<file path="src/rtl/irqagg_pkg.sv">
package irqagg_pkg;

   localparam int unsigned BUS_W       = 16;
   localparam int unsigned HBIT_SOFT   = 14;
   localparam int unsigned HBIT_GLOBAL = 15;
   localparam int unsigned CBIT_IRQOFF = 8;
   localparam int unsigned CBIT_SRST   = 13;

   // place a byte on the selected lane of a halfword
   function automatic logic [15:0] lane_put(input logic lane, input logic [7:0] b);
      return lane ? {b, 8'h00} : {8'h00, b};
   endfunction

   // take the byte on the selected lane of a halfword
   function automatic logic [7:0] lane_get(input logic lane, input logic [15:0] w);
      return lane ? w[15:8] : w[7:0];
   endfunction

   // byte-enable merge of new data over old
   function automatic logic [15:0] be_merge(input logic [15:0] old_v,
                                            input logic [15:0] new_v,
                                            input logic [1:0]  be);
      return {be[1] ? new_v[15:8] : old_v[15:8],
              be[0] ? new_v[7:0]  : old_v[7:0]};
   endfunction

endpackage

</file>
<file path="src/rtl/irqagg_port.sv">
module irqagg_port #(
   parameter int unsigned EVT_W = 6
) (
   input  logic             clk,
   input  logic             rst,
   input  logic             soft_clr,
   input  logic [EVT_W-1:0] ev_in,
   input  logic             st_wr,
   input  logic [EVT_W-1:0] st_wbits,
   input  logic             mk_wr,
   input  logic [EVT_W-1:0] mk_wbits,
   output logic [EVT_W-1:0] st_q,
   output logic [EVT_W-1:0] mk_q,
   output logic             pend_o
);

   generate
      if (EVT_W < 1 || EVT_W > 7) begin : g_bad_evt_w
         $error("irqagg_port: EVT_W must leave bit 7 free for the pending flag");
      end
   endgenerate

   logic [EVT_W-1:0] clr_bits;

   assign clr_bits = st_wr ? st_wbits : '0;

   always_ff @(posedge clk) begin
      if (rst) begin
         st_q <= '0;
         mk_q <= '1;
      end else if (soft_clr) begin
         st_q <= '0;
         mk_q <= '1;
      end else begin
         st_q <= (st_q & ~clr_bits) | ev_in;
         if (mk_wr) mk_q <= mk_wbits;
      end
   end

   assign pend_o = |(st_q & ~mk_q);

   // a cleared bit without a same-edge event is gone afterwards
   a_r4_clear_takes: assert property (@(posedge clk) disable iff (rst)
      ((clr_bits & ~ev_in) != '0 && !soft_clr)
      |=> ((st_q & $past(clr_bits & ~ev_in)) == '0));

   // an event always lands, even against a clearing write
   a_r5_event_kept: assert property (@(posedge clk) disable iff (rst)
      (ev_in != '0 && !soft_clr)
      |=> ((st_q & $past(ev_in)) == $past(ev_in)));

   // soft reset leaves status empty and mask saturated
   a_r10_port_wiped: assert property (@(posedge clk) disable iff (rst)
      soft_clr |=> (st_q == '0 && (&mk_q)));

endmodule

</file>
<file path="src/rtl/irqagg_srst.sv">
module irqagg_srst #(
   parameter int unsigned CYCLES = 3
) (
   input  logic clk,
   input  logic rst,
   input  logic start,
   output logic busy
);

   generate
      if (CYCLES < 1) begin : g_bad_cycles
         $error("irqagg_srst: CYCLES must be at least 1");
      end
   endgenerate

   localparam int unsigned CW = $clog2(CYCLES + 1);
   localparam int unsigned RW = $clog2(CYCLES + 2);

   logic [CW-1:0] cnt_q;

   always_ff @(posedge clk) begin
      if (rst)                 cnt_q <= '0;
      else if (start && !busy) cnt_q <= CW'(CYCLES);
      else if (busy)           cnt_q <= cnt_q - 1'b1;
   end

   assign busy = (cnt_q != '0);

   // checker: length of the busy window
   logic [RW-1:0] run_q;
   always_ff @(posedge clk) begin
      if (rst)       run_q <= '0;
      else if (busy) run_q <= run_q + 1'b1;
      else           run_q <= '0;
   end

   // a start from idle opens the window on the next cycle
   a_r9_starts: assert property (@(posedge clk) disable iff (rst)
      (start && !busy) |=> busy);

   // the window is exactly CYCLES long
   a_r9_window_len: assert property (@(posedge clk) disable iff (rst)
      $fell(busy) |-> (run_q == RW'(CYCLES)));

endmodule

</file>
<file path="src/rtl/irqagg_ctrl.sv">
module irqagg_ctrl
   import irqagg_pkg::*;
#(
   parameter int unsigned NUM_PORTS   = 2,
   parameter int unsigned EVT_W       = 6,
   parameter int unsigned ADDR_W      = 8,
   parameter int unsigned PORT_STRIDE = 64,
   parameter int unsigned ST_OFF      = 9,
   parameter int unsigned MK_OFF      = 10,
   parameter int unsigned CTL_ADDR    = 124,
   parameter int unsigned HST_ADDR    = 188,
   parameter int unsigned HMK_ADDR    = 190,
   parameter int unsigned SRST_CYCLES = 3
) (
   input  logic                       clk,
   input  logic                       rst,
   input  logic [NUM_PORTS*EVT_W-1:0] ev_in,
   input  logic [ADDR_W-1:0]          bus_addr,
   input  logic                       bus_wr,
   input  logic [1:0]                 bus_be,
   input  logic [15:0]                bus_wdata,
   output logic [15:0]                bus_rdata,
   output logic                       irq_o
);

   localparam int unsigned STRIDE_W = $clog2(PORT_STRIDE);
   localparam int unsigned SEL_W    = ADDR_W - STRIDE_W;
   localparam logic [STRIDE_W-1:0] ST_O  = STRIDE_W'(ST_OFF);
   localparam logic [STRIDE_W-1:0] MK_O  = STRIDE_W'(MK_OFF);
   localparam logic                ST_LANE = ST_O[0];
   localparam logic                MK_LANE = MK_O[0];
   localparam logic [ADDR_W-1:0]   CTL_A = ADDR_W'(CTL_ADDR);
   localparam logic [ADDR_W-1:0]   HST_A = ADDR_W'(HST_ADDR);
   localparam logic [ADDR_W-1:0]   HMK_A = ADDR_W'(HMK_ADDR);

   generate
      if (NUM_PORTS < 1 || NUM_PORTS > 14) begin : g_bad_ports
         $error("irqagg_ctrl: NUM_PORTS must fit below the software bit");
      end
      if ((1 << STRIDE_W) != PORT_STRIDE || STRIDE_W >= ADDR_W) begin : g_bad_stride
         $error("irqagg_ctrl: PORT_STRIDE must be a power of two inside the map");
      end
      if (NUM_PORTS > (1 << SEL_W)) begin : g_bad_map
         $error("irqagg_ctrl: too many ports for the address width");
      end
      if (ST_OFF >= PORT_STRIDE || MK_OFF >= PORT_STRIDE) begin : g_bad_off
         $error("irqagg_ctrl: port register offsets exceed the stride");
      end
   endgenerate

   logic addr_lsb_unused;
   assign addr_lsb_unused = bus_addr[0];

   // ---------------- host-level decode ----------------
   logic ctl_hit, hst_hit, hmk_hit;
   logic ctl_wr, hst_wr, hmk_wr;

   assign ctl_hit = (bus_addr[ADDR_W-1:1] == CTL_A[ADDR_W-1:1]);
   assign hst_hit = (bus_addr[ADDR_W-1:1] == HST_A[ADDR_W-1:1]);
   assign hmk_hit = (bus_addr[ADDR_W-1:1] == HMK_A[ADDR_W-1:1]);
   assign ctl_wr  = bus_wr & ctl_hit;
   assign hst_wr  = bus_wr & hst_hit;
   assign hmk_wr  = bus_wr & hmk_hit;

   // ---------------- soft reset sequencer ----------------
   logic srst_start, srst_busy, soft_clr;

   assign srst_start = ctl_wr & bus_be[1] & bus_wdata[CBIT_SRST];
   assign soft_clr   = srst_start | srst_busy;

   irqagg_srst #(.CYCLES(SRST_CYCLES)) u_srst (
      .clk   (clk),
      .rst   (rst),
      .start (srst_start),
      .busy  (srst_busy)
   );

   // ---------------- per-port registers ----------------
   logic [NUM_PORTS-1:0] st_hit, mk_hit, pend_vec;
   logic [7:0]           st_rd [NUM_PORTS];
   logic [7:0]           mk_rd [NUM_PORTS];
   logic [7:0]           st_wbyte, mk_wbyte;

   assign st_wbyte = lane_get(ST_LANE, bus_wdata);
   assign mk_wbyte = lane_get(MK_LANE, bus_wdata);

   for (genvar p = 0; p < NUM_PORTS; p++) begin : g_port
      logic             sel;
      logic [EVT_W-1:0] st_q, mk_q;

      assign sel       = (bus_addr[ADDR_W-1:STRIDE_W] == SEL_W'(p));
      assign st_hit[p] = sel && (bus_addr[STRIDE_W-1:1] == ST_O[STRIDE_W-1:1]);
      assign mk_hit[p] = sel && (bus_addr[STRIDE_W-1:1] == MK_O[STRIDE_W-1:1]);

      irqagg_port #(.EVT_W(EVT_W)) u_port (
         .clk      (clk),
         .rst      (rst),
         .soft_clr (soft_clr),
         .ev_in    (ev_in[p*EVT_W +: EVT_W]),
         .st_wr    (bus_wr & st_hit[p] & bus_be[ST_LANE]),
         .st_wbits (st_wbyte[EVT_W-1:0]),
         .mk_wr    (bus_wr & mk_hit[p] & bus_be[MK_LANE]),
         .mk_wbits (mk_wbyte[EVT_W-1:0]),
         .st_q     (st_q),
         .mk_q     (mk_q),
         .pend_o   (pend_vec[p])
      );

      always_comb begin
         st_rd[p]            = '0;
         st_rd[p][EVT_W-1:0] = st_q;
         st_rd[p][7]         = pend_vec[p];
         mk_rd[p]            = '0;
         mk_rd[p][EVT_W-1:0] = mk_q;
      end
   end

   // ---------------- host registers ----------------
   logic [15:0] ctl_q, hmask_q;
   logic        soft_q;

   always_ff @(posedge clk) begin
      if (rst) begin
         ctl_q <= '0;
      end else if (ctl_wr) begin
         ctl_q            <= be_merge(ctl_q, bus_wdata, bus_be);
         ctl_q[CBIT_SRST] <= 1'b0;
      end
   end

   always_ff @(posedge clk) begin
      if (rst) begin
         hmask_q <= '1;
         soft_q  <= 1'b0;
      end else if (soft_clr) begin
         hmask_q <= '1;
         soft_q  <= 1'b0;
      end else begin
         if (hmk_wr)              hmask_q <= be_merge(hmask_q, bus_wdata, bus_be);
         if (hst_wr && bus_be[1]) soft_q  <= bus_wdata[HBIT_SOFT];
      end
   end

   // ---------------- aggregation ----------------
   logic [NUM_PORTS-1:0] host_bits;
   logic                 global_pend;
   logic [15:0]          hst_view, ctl_view;

   assign host_bits   = pend_vec & ~hmask_q[NUM_PORTS-1:0];
   assign global_pend = (|host_bits) | (soft_q & ~hmask_q[HBIT_SOFT]);

   always_comb begin
      hst_view                  = '0;
      hst_view[NUM_PORTS-1:0]   = host_bits;
      hst_view[HBIT_SOFT]       = soft_q;
      hst_view[HBIT_GLOBAL]     = global_pend;
      ctl_view                  = ctl_q;
      ctl_view[CBIT_SRST]       = srst_busy;
   end

   assign irq_o = global_pend & ~ctl_q[CBIT_IRQOFF];

   // ---------------- read mux ----------------
   always_comb begin
      bus_rdata = '0;
      for (int p = 0; p < NUM_PORTS; p++) begin
         if (st_hit[p]) bus_rdata = lane_put(ST_LANE, st_rd[p]);
         if (mk_hit[p]) bus_rdata = lane_put(MK_LANE, mk_rd[p]);
      end
      if (ctl_hit) bus_rdata = ctl_view;
      if (hst_hit) bus_rdata = hst_view;
      if (hmk_hit) bus_rdata = hmask_q;
   end

   // setting the disable bit silences the line on the next cycle
   a_r8_off_silences: assert property (@(posedge clk) disable iff (rst)
      (ctl_wr && bus_be[1] && bus_wdata[CBIT_IRQOFF]) |=> !irq_o);

   // the line only rises from a port pending flag or the software bit
   a_r6_irq_has_source: assert property (@(posedge clk) disable iff (rst)
      irq_o |-> (soft_q || (|pend_vec)));

   // soft reset saturates the host mask and drops the software bit
   a_r10_host_wiped: assert property (@(posedge clk) disable iff (rst)
      soft_clr |=> ((&hmask_q) && !soft_q));

   // control storage is untouched by the reset window
   a_r11_ctl_kept: assert property (@(posedge clk) disable iff (rst)
      (srst_busy && !ctl_wr) |=> $stable(ctl_q));

endmodule

</file>
<file path="config.mk">
export PLATFORM = sky130hd
export DESIGN_NAME = irqagg_ctrl
export DESIGN_NICKNAME = d
export VERILOG_FILES = /design/src/rtl/irqagg_pkg.sv /design/src/rtl/irqagg_port.sv /design/src/rtl/irqagg_srst.sv /design/src/rtl/irqagg_ctrl.sv
export SDC_FILE = /design/constraint.sdc
export NUM_CORES = 1
export LEC_CHECK = 0
export BUFFER_PORTS_ARGS = -buffer_cell sky130_fd_sc_hd__buf_2
export CORE_MARGIN = 8
export CORE_UTILIZATION = 30
export DETAILED_ROUTE_END_ITERATION = 10
export SYNTH_ARGS = -nofsm -noshare
export SYNTH_HDL_FRONTEND = slang
export SYNTH_SLANG_ARGS = --single-unit
</file>
<file path="constraint.sdc">
create_clock -name clk -period 1.9 [get_ports clk]
set_input_delay 0.38 -clock clk [delete_from_list [all_inputs] [get_ports clk]]
set_output_delay 0.38 -clock clk [all_outputs]
set_load 0.005 [all_outputs]
</file>
==> run_results.csv, run 1 <==
group,metric,value,unit
critical_path,cp-startpoint,"bus_addr[5]",
power_and_ir_drop,p_sw_share,29.7,%
final_layout,fin_cells,540,
die,die-area,12400,sq um
critical_path,r2r_cells,6,
hold_path,whs_endpoint,"g_port[1].u_port.st_q[4]",
clock_tree,cts.sinks,58,
critical_path,crit_slowest_cell,"or4b_4",
placed_design,gp_congestion,0.813,
routing,initialDrtViolationCount,171,
synth,synth_cell_types,39,
placed_design,hpwl,6420,um
outcome,outcome,"complete, but fails checks",
timing,timing.final.crit_share,111,%
timing,slew_violations,0,
timing,rsz0062_at_grt,"yes",
power_and_ir_drop,pwr-share-clk,33.6,%
global_route,antenna_found_initial,0,
power_and_ir_drop,p_switching,929,uW
timing,hold_violations,0,
power_and_ir_drop,sequentialPowerShare,44.2,%
synth,synth_top_cell_area_share,42.5,%
routing,drcViolationCount,0,
global_route,grt_pass1_vias,2710,
power_and_ir_drop,ir_drop,0.455,mV
critical_path,critPathKind,"in2out",
final_layout,final_layout_size_suffix_gt1_share,39.9,%
timing,setup_viol,20,
timing,finClkSkew,0.0104,ns
routing,wirelength,8480,um
critical_path,end_kind,"output pin",
timing,tns,-2.85,ns
critical_path,cp.required,1.52,ns
die,die_w,111,um
critical_path,cp_max_fo,7,
final_layout,filler_cell_count,908,
final_layout,layout.cells.most_common,"nand2_1",
routing,detail-route-antenna-nets,0,
synth,synth.avg_cell_area,8.27,sq um
synth,yosysSeqAreaShare,42.5,%
final_layout,layout_common_cells,"nand2_1, buf_2, dfxtp_1",
global_route,grt_util_all_layers,13.2,%
placed_design,io_buffers,56,
critical_path,critPathLaunchType,"input port",
power_and_ir_drop,p_int,2200,uW
clock_tree,clockRootBuffer,"clkbuf_8",
die,core,9020,sq um
placed_design,placed_cells,518,
die,start_util,30.3,%
critical_path,r2r_setup_slack,0.61,ns
power_and_ir_drop,p_leak,0.00179,uW
timing,tightest_slew,0.408,ns
power_and_ir_drop,power_frac_comb,22.3,%
timing,fmax,473,MHz
synth,synth_area_leader_cell,"dfxtp_1",
critical_path,crit_path_max_incr_delay,0.56,ns
routing,dr.pass1.iters,6,
die,row_count,35,
hold_path,min_path_cells,3,
die,dieHeight,111,um
timing,postLayoutSetupSlackWorst,-0.214,ns
final_layout,nNetsFinal,466,
global_route,gr-total-overflow,0,
synth,netlist_instances,330,
timing,slew_headroom,72.8,%
clock_tree,clk_latency,0.34,ns
critical_path,path_cells,"buf_6 -> or4b_4 -> or3_4 -> o21ai_2 -> buf_2",
clock_tree,hold_buffers,0,
critical_path,arrival,1.73,ns
synth,synth_nets,372,
outcome,violations,"negative setup slack",
synth,netlist_area,2730,sq um
clock_tree,clockBufferDepth,2,
critical_path,cp_top_family,"simple AND/OR/NAND/NOR gates",
clock_tree,cts-buffers-inserted,9,
final_layout,diodes,0,
power_and_ir_drop,p_per_area,822,nW/um^2
critical_path,cp.depth,5,
clock_tree,clkTransAtPathRegs,0.06,ns
clock_tree,cts_tree,"yes",
hold_path,hold_start,"ev_in[10]",
global_route,grt_pass1_wl,13400,um
clock_tree,htree_levels,3,
hold_path,hp-class,"in2reg",
die,ioPinCount,58,
synth,synth-seq-cells,58,
power_and_ir_drop,finalPower,3120,uW
critical_path,r2r-start,"u_srst.cnt_q[0]",
routing,num_vias,2709,
run,drv_cap,0,
critical_path,worstReg2RegEnd,"u_srst.cnt_q[1]",
routing,wl_per_cell,15.7,um
synth,synth_area_leaders,"dfxtp_1, mux2i_1, nand2_1",
final_layout,area_growth,39.3,%
global_route,grt_max_degree,21,
critical_path,critPathBufInv,2,
synth,yosysWarnings,0,
timing,min_period,2.11,ns
timing,timing.hold.ws,0.252,ns
routing,via_per_inst,5.02,
[through the flow]
step / util [%] / cell area (sq um) / setup WS, ns
4_1_cts: 40.6 / 3660 / -0.242
5_1_grt: 42.1 / 3800 / -0.252
3_5_place_dp: 37.6 / 3390 / -0.394
2_1_floorplan: - / 2740 / -0.0602
6_report: 42.1 / 3800 / -0.214
3_3_place_gp: 37.6 / 3390 / -0.359
[worst max-delay path by stage]
stage | to | slack, ns
after floorplan | g_port[0].u_port.st_q[0] | -0.06
after global placement | bus_rdata[11] | -0.36
after detailed placement | g_port[0].u_port.st_q[0] | -0.39
after CTS | bus_rdata[12] | -0.24
after global routing | bus_rdata[0] | -0.25
final | bus_rdata[12] | -0.21
[kinds of logic (layout without fill, tap and decap cells)]
kind of cell             after synthesis  count (layout)  share of synthesized area [%]
AND/OR/NAND/NOR                      139             139                           24.3
adder cells (fa/ha/maj)                1               1                          0.458
buffers and inverters                 35             134                           5.09
flip-flops                            58              58                           42.5
AO/OA/AOI/OAI                         62              62                           14.5
multiplexers                          35              35                           13.1
[cells in the mapped netlist]
master,count
nor2_1,19
buf_2,6
a22o_1,3
or3_1,3
and3_1,3
o21ai_0,8
o22ai_1,6
buf_1,1
or4b_4,1
o221ai_1,1
a221o_1,1
nand4_1,5
clkbuf_1,10
o21ai_1,1
nand3_1,25
nor3_2,1
mux2i_1,29
mux2_2,6
nand2b_1,1
a211oi_1,2
and2_1,2
o211ai_1,1
nor3_1,6
a21oi_1,19
nand4_2,1
or2_2,2
nor2b_1,1
nand2_1,65
nor3_4,1
and4bb_2,1
a31oi_1,2
a221oi_1,2
inv_1,18
dfxtp_1,58
nand4b_2,1
o21a_1,6
nand3b_1,1
ha_1,1
a22oi_1,10
[power groups by stage]
stage,combinational (uW),sequential [uW],clock (uW)
floorplan,337,1380,0
global placement,608,1380,0
detailed placement,624,1390,0
CTS,660,1370,1060
global route,767,1390,1130
finish,695,1380,1050
[per-layer routing]
metal | vias up | global-route usage [%] | wire length (um)
li1 | 1345 | - | -
met1 | 1257 | 16.8 | 3900
met2 | 94 | 20.4 | 3890
met3 | 13 | 3.76 | 538
met4 | 0 | 4.98 | 150
met5 | - | 0 | 0
[flip-flops by register name (all words and copies together) (netlist names)]
signal              count
ctl_q                  15
hmask_q                16
g_port.u_port.st_q     12
u_srst.cnt_q            2
g_port.u_port.mk_q     12
soft_q                  1
[timing repair]
item | CTS | global route
buffers inserted | 3 | 3
endpoints found under the hold margin | 0 | 0
resized for setup | 22 | 34
pin swaps | 17 | 12
setup endpoints to repair | 22 | 32
[final cells by class]
cell class	instances	area, sq um	area share [%]
Clock buffer	14	173	4.54
Tap cell	111	139	3.65
Multi-Input combinational cell	237	1580	41.7
Clock inverter	2	10.0	0.263
Inverter	18	67.6	1.78
Timing Repair Buffer	100	652	17.1
Sequential cell	58	1180	31.0
[tightest hold or removal path, delay by kind of cell]
family          cells  cell delay (ns)
buf+inv             1             0.08
compound gates      1             0.03
simple gates        1             0.07
Power figures use the tool's default switching activity.
==> run 2: changes to the inputs <==
- CORE_UTILIZATION: 30 -> 49
- PLACE_DENSITY: unset -> 0.76
==> run_results.csv, run 2 (synthesis results as in run 1) <==
group,metric,value,unit
outcome,outcome,"complete, but fails checks",
outcome,violations,"negative setup slack",
final_layout,top_regs,"hmask_q x16, ctl_q x15",
die,die-area,8220,sq um
power_and_ir_drop,p_per_area,810,nW/um^2
critical_path,end_kind,"output pin",
placed_design,hpwl,5840,um
die,ioPinCount,58,
power_and_ir_drop,ir_drop,1.05,mV
clock_tree,cts_tree,"yes",
critical_path,r2r_setup_slack,0.60,ns
clock_tree,cts.sinks,58,
die,start_util,50.2,%
routing,initialDrtViolationCount,186,
critical_path,crit_path_max_incr_delay,0.54,ns
routing,drcViolationCount,0,
critical_path,critPathLaunchType,"input port",
die,core,5440,sq um
routing,num_vias,2837,
final_layout,final_core_util,69.4,%
routing,top_layer,"met4",
timing,setup_viol,22,
hold_path,hp-class,"in2reg",
critical_path,path_cells,"buf_6 -> or4b_4 -> or3_4 -> o21ai_2 -> buf_2",
timing,tns,-2.94,ns
global_route,antenna_found_initial,0,
global_route,gr-total-overflow,0,
timing,postLayoutSetupSlackWorst,-0.241,ns
clock_tree,clkTransAtPathRegs,0.06,ns
critical_path,cp_max_fo,7,
routing,wirelength,8640,um
timing,slew_violations,0,
routing,via_per_inst,5.69,
die,die_w,90.6,um
global_route,grt_pass1_wl,13600,um
routing,met3_length,593,um
routing,dr.pass1.iters,7,
timing,timing.final.crit_share,113,%
timing,timing.hold.ws,0.252,ns
critical_path,cp.required,1.52,ns
routing,wl_met2,4320,um
final_layout,diodes,0,
routing,met1_length,3490,um
timing,hold_violations,0,
final_layout,filler_cell_count,423,
timing,finClkSkew,0.00563,ns
final_layout,layout_common_cells,"nand2_1, buf_2, dfxtp_1",
clock_tree,cts-buffers-inserted,9,
final_layout,largest_reg_flops,16,
placed_design,gp_congestion,0.804,
global_route,grt_max_degree,21,
placed_design,io_buffers,56,
routing,wl_per_cell,17.3,um
critical_path,critPathKind,"in2out",
critical_path,arrival,1.76,ns
critical_path,crit_slowest_cell,"or4b_4",
timing,fmax,467,MHz
final_layout,nNetsFinal,465,
global_route,grt_util_all_layers,20.3,%
die,row_count,27,
power_and_ir_drop,p_leak,0.00179,uW
final_layout,multiInputGateArea,1610,sq um
clock_tree,clockBufferDepth,2,
final_layout,regArea,1180,sq um
clock_tree,clockRootBuffer,"clkbuf_8",
final_layout,top_register,"hmask_q",
timing,rsz0062_at_grt,"yes",
timing,slew_headroom,72.5,%
clock_tree,clk_latency,0.34,ns
global_route,grt_pass1_vias,2823,
die,dieHeight,90.6,um
routing,detail-route-antenna-nets,0,
timing,min_period,2.14,ns
final_layout,final_layout_size_suffix_gt1_share,41.0,%
clock_tree,hold_buffers,0,
clock_tree,htree_levels,3,
run,drv_cap,0,
final_layout,area_growth,38.3,%
timing,tightest_slew,0.412,ns
final_layout,layout.cells.most_common,"nand2_1",
## run 2: cell type report
class / count / area share (%)
clock buffers: 12 / 4.11
clock inverters: 3 / 0.398
inverters: 18 / 1.79
multi-input cells: 237 / 42.7
flip-flops and latches: 58 / 31.2
well taps: 72 / 2.39
repair buffers: 99 / 17.4
## run 2: worst max-delay path: cells and delay by family
kind                   cells  cell delay (ns)
and+or+nand+nor            2             0.97
buffers and inverters      2             0.23
AOI/OAI and AO/OA          1             0.18
## run 2: final timing paths
| path | startpoint | endpoint | cells past startpoint |
|---|---|---|---|
| min | ev_in[3] | g_port[0].u_port.st_q[3] | 2 |
| max reg2reg | u_srst.cnt_q[0] | hmask_q[7] | 6 |
| max | bus_addr[2] | bus_rdata[8] | 5 |
| min reg2reg | ctl_q[14] | ctl_q[14] | 2 |
## run 2: what timing repair did
action	4_1_cts	5_1_grt
setup endpoints to repair	23	29
setup buffers	5	6
pin swaps	20	11
gates resized for setup	37	35
cloned	0	0
## run 2: per-stage QoR
stage	setup slack [ns]	cells	area [sq um]	total power, uW
after floorplan	-0.0602	330	2740	1710
after global placement	-0.398	474	3290	1930
after detailed placement	-0.436	474	3290	1950
after CTS	-0.217	494	3610	3000
after global routing	-0.271	499	3770	3170
final	-0.241	499	3770	3060
## run 2: power by group
group | internal, uW | leakage, uW | total [uW] | switching (uW)
logic | 276 | 0.00123 | 672 | 396
clock network | 530 | 0.0000920 | 1000 | 473
registers | 1320 | 0.000470 | 1380 | 64.0
total | 2120 | 0.00179 | 3060 | 933
## run 2: layer usage
layer  up-vias  global-route usage [%]
met2       127                    34.6
met1      1344                    23.4
li1       1342                       -
met4         0                    9.02
met3        24                    5.15
met5         -                       0
==> run 3: changes to the inputs <==
- REMOVE_ABC_BUFFERS: unset -> 1
==> run_results.csv, run 3 (synthesis results as in run 1) <==
group,metric,value,unit
outcome,outcome,"complete, but fails checks",
outcome,violations,"negative setup slack",
critical_path,critPathLaunchType,"input port",
timing,finClkSkew,0.00922,ns
timing,fmax,453,MHz
critical_path,cp_max_fo,6,
clock_tree,clk_latency,0.35,ns
global_route,grtUsageMet3,6.65,%
critical_path,critPathKind,"in2out",
power_and_ir_drop,pwr-share-clk,31.0,%
routing,detail-route-antenna-nets,0,
die,dieHeight,90.6,um
die,ioPinCount,58,
timing,postLayoutSetupSlackWorst,-0.307,ns
power_and_ir_drop,p_switching,964,uW
placed_design,io_buffers,56,
final_layout,top_register,"hmask_q",
clock_tree,clockBufferDepth,2,
global_route,grt_pass1_wl,14200,um
global_route,met1_usage,24.5,%
hold_path,hp-class,"in2reg",
routing,initialDrtViolationCount,238,
timing,slew_headroom,75.4,%
timing,tns,-4.41,ns
power_and_ir_drop,p_per_area,795,nW/um^2
timing,tightest_slew,0.369,ns
timing,hold_violations,0,
final_layout,layout.cells.most_common,"nand2_1",
die,core,5440,sq um
clock_tree,cts.sinks,58,
routing,dr.pass1.iters,5,
routing,wl_per_cell,18.2,um
critical_path,crit_path_max_incr_delay,0.55,ns
critical_path,crit_slowest_cell,"or4b_4",
power_and_ir_drop,finalPower,3030,uW
final_layout,nNetsFinal,468,
die,die_w,90.6,um
critical_path,arrival,1.83,ns
global_route,grt_util_all_layers,21.6,%
critical_path,critPathBufInv,4,
clock_tree,clockRootBuffer,"clkbuf_8",
final_layout,area_growth,39.6,%
clock_tree,cts-buffers-inserted,9,
routing,drcViolationCount,0,
placed_design,gp_congestion,0.884,
timing,timing.final.crit_share,116,%
critical_path,cp.required,1.52,ns
final_layout,filler_cell_count,400,
die,row_count,27,
critical_path,path_cells,"buf_6 -> or4b_4 -> buf_6 -> nor3_4 -> buf_6 -> a22oi_2 -> nand2_1 -> buf_2",
final_layout,final_layout_size_suffix_gt1_share,42.1,%
final_layout,largest_reg_flops,16,
clock_tree,htree_levels,3,
clock_tree,hold_buffers,0,
final_layout,fin_cells,502,
timing,setup_viol,32,
clock_tree,cts_tree,"yes",
routing,num_vias,2917,
timing,slew_violations,0,
placed_design,pre_cts_ws,-0.432,ns
timing,min_period,2.21,ns
critical_path,cp_top_family,"simple AND/OR/NAND/NOR gates",
die,die-area,8220,sq um
critical_path,end_kind,"output pin",
placed_design,placed_cells,476,
power_and_ir_drop,sequentialPowerShare,46.1,%
final_layout,diodes,0,
critical_path,crit_path_frequent_cell,"buf_6",
global_route,grt_max_degree,35,
run,drv_cap,0,
global_route,busiest_layer,"met2",
final_layout,top_regs,"hmask_q x16, ctl_q x15",
clock_tree,clkTransAtPathRegs,0.06,ns
final_layout,layout_common_cells,"nand2_1, buf_2, dfxtp_1, buf_4, mux2i_1",
routing,wirelength,9120,um
power_and_ir_drop,power_frac_comb,22.8,%
power_and_ir_drop,p_sw_share,31.8,%
power_and_ir_drop,ir_drop,0.820,mV
final_layout,multiInputGateArea,1620,sq um
die,start_util,50.2,%
timing,timing.hold.ws,0.256,ns
timing,rsz0062_at_grt,"yes",
routing,via_per_inst,5.81,
power_and_ir_drop,p_leak,0.00180,uW
global_route,gr-total-overflow,0,
placed_design,hpwl,5980,um
global_route,grt_pass1_vias,2933,
final_layout,regArea,1190,sq um
power_and_ir_drop,p_int,2060,uW
global_route,met2_usage,35.9,%
global_route,antenna_found_initial,0,
==> run 3: area by class of cell <==
class / count / area share (%)
Clock buffer: 11 / 3.45
Clock inverter: 4 / 0.525
Inverter: 18 / 1.90
Multi-Input combinational cell: 237 / 42.5
Sequential cell: 58 / 31.2
Tap cell: 72 / 2.36
Timing Repair Buffer: 102 / 18.1
==> run 3: per-stage QoR <==
stage          area (sq um)  util, %
6_report               3810     70.1
5_1_grt                3810     70.1
4_1_cts                3680     67.6
3_5_place_dp           3330     61.3
3_3_place_gp           3330     61.3
2_1_floorplan          2660        -
==> run 3: final timing paths <==
check                   from                        to  slack [ns]  cells past startpoint
max              bus_addr[2]              bus_rdata[5]       -0.31                      8
min                 ev_in[3]  g_port[0].u_port.st_q[3]        0.26                      2
max reg2reg  u_srst.cnt_q[0]  g_port[1].u_port.st_q[0]        0.57                      5
min reg2reg        ctl_q[10]                 ctl_q[10]        0.46                      2
==> run 3: power groups by stage <==
stage	Combinational [uW]	Sequential, uW	Clock [uW]
after global placement	555	1390	0
after floorplan	298	1380	0
final	692	1400	940
after global routing	749	1410	999
after CTS	650	1380	936
after detailed placement	571	1390	0
==> run 3: routing by layer <==
layer | wire, um | vias up
li1 | - | 1351
met1 | 3580 | 1376
met2 | 4540 | 157
met3 | 679 | 33
met4 | 324 | 0
met5 | 0 | -
==> run 3: repair_timing <==
item,4_1_cts,5_1_grt
setup buffers,6,5
resized for setup,52,25
endpoints found under the setup margin,21,32
pin swaps,12,19
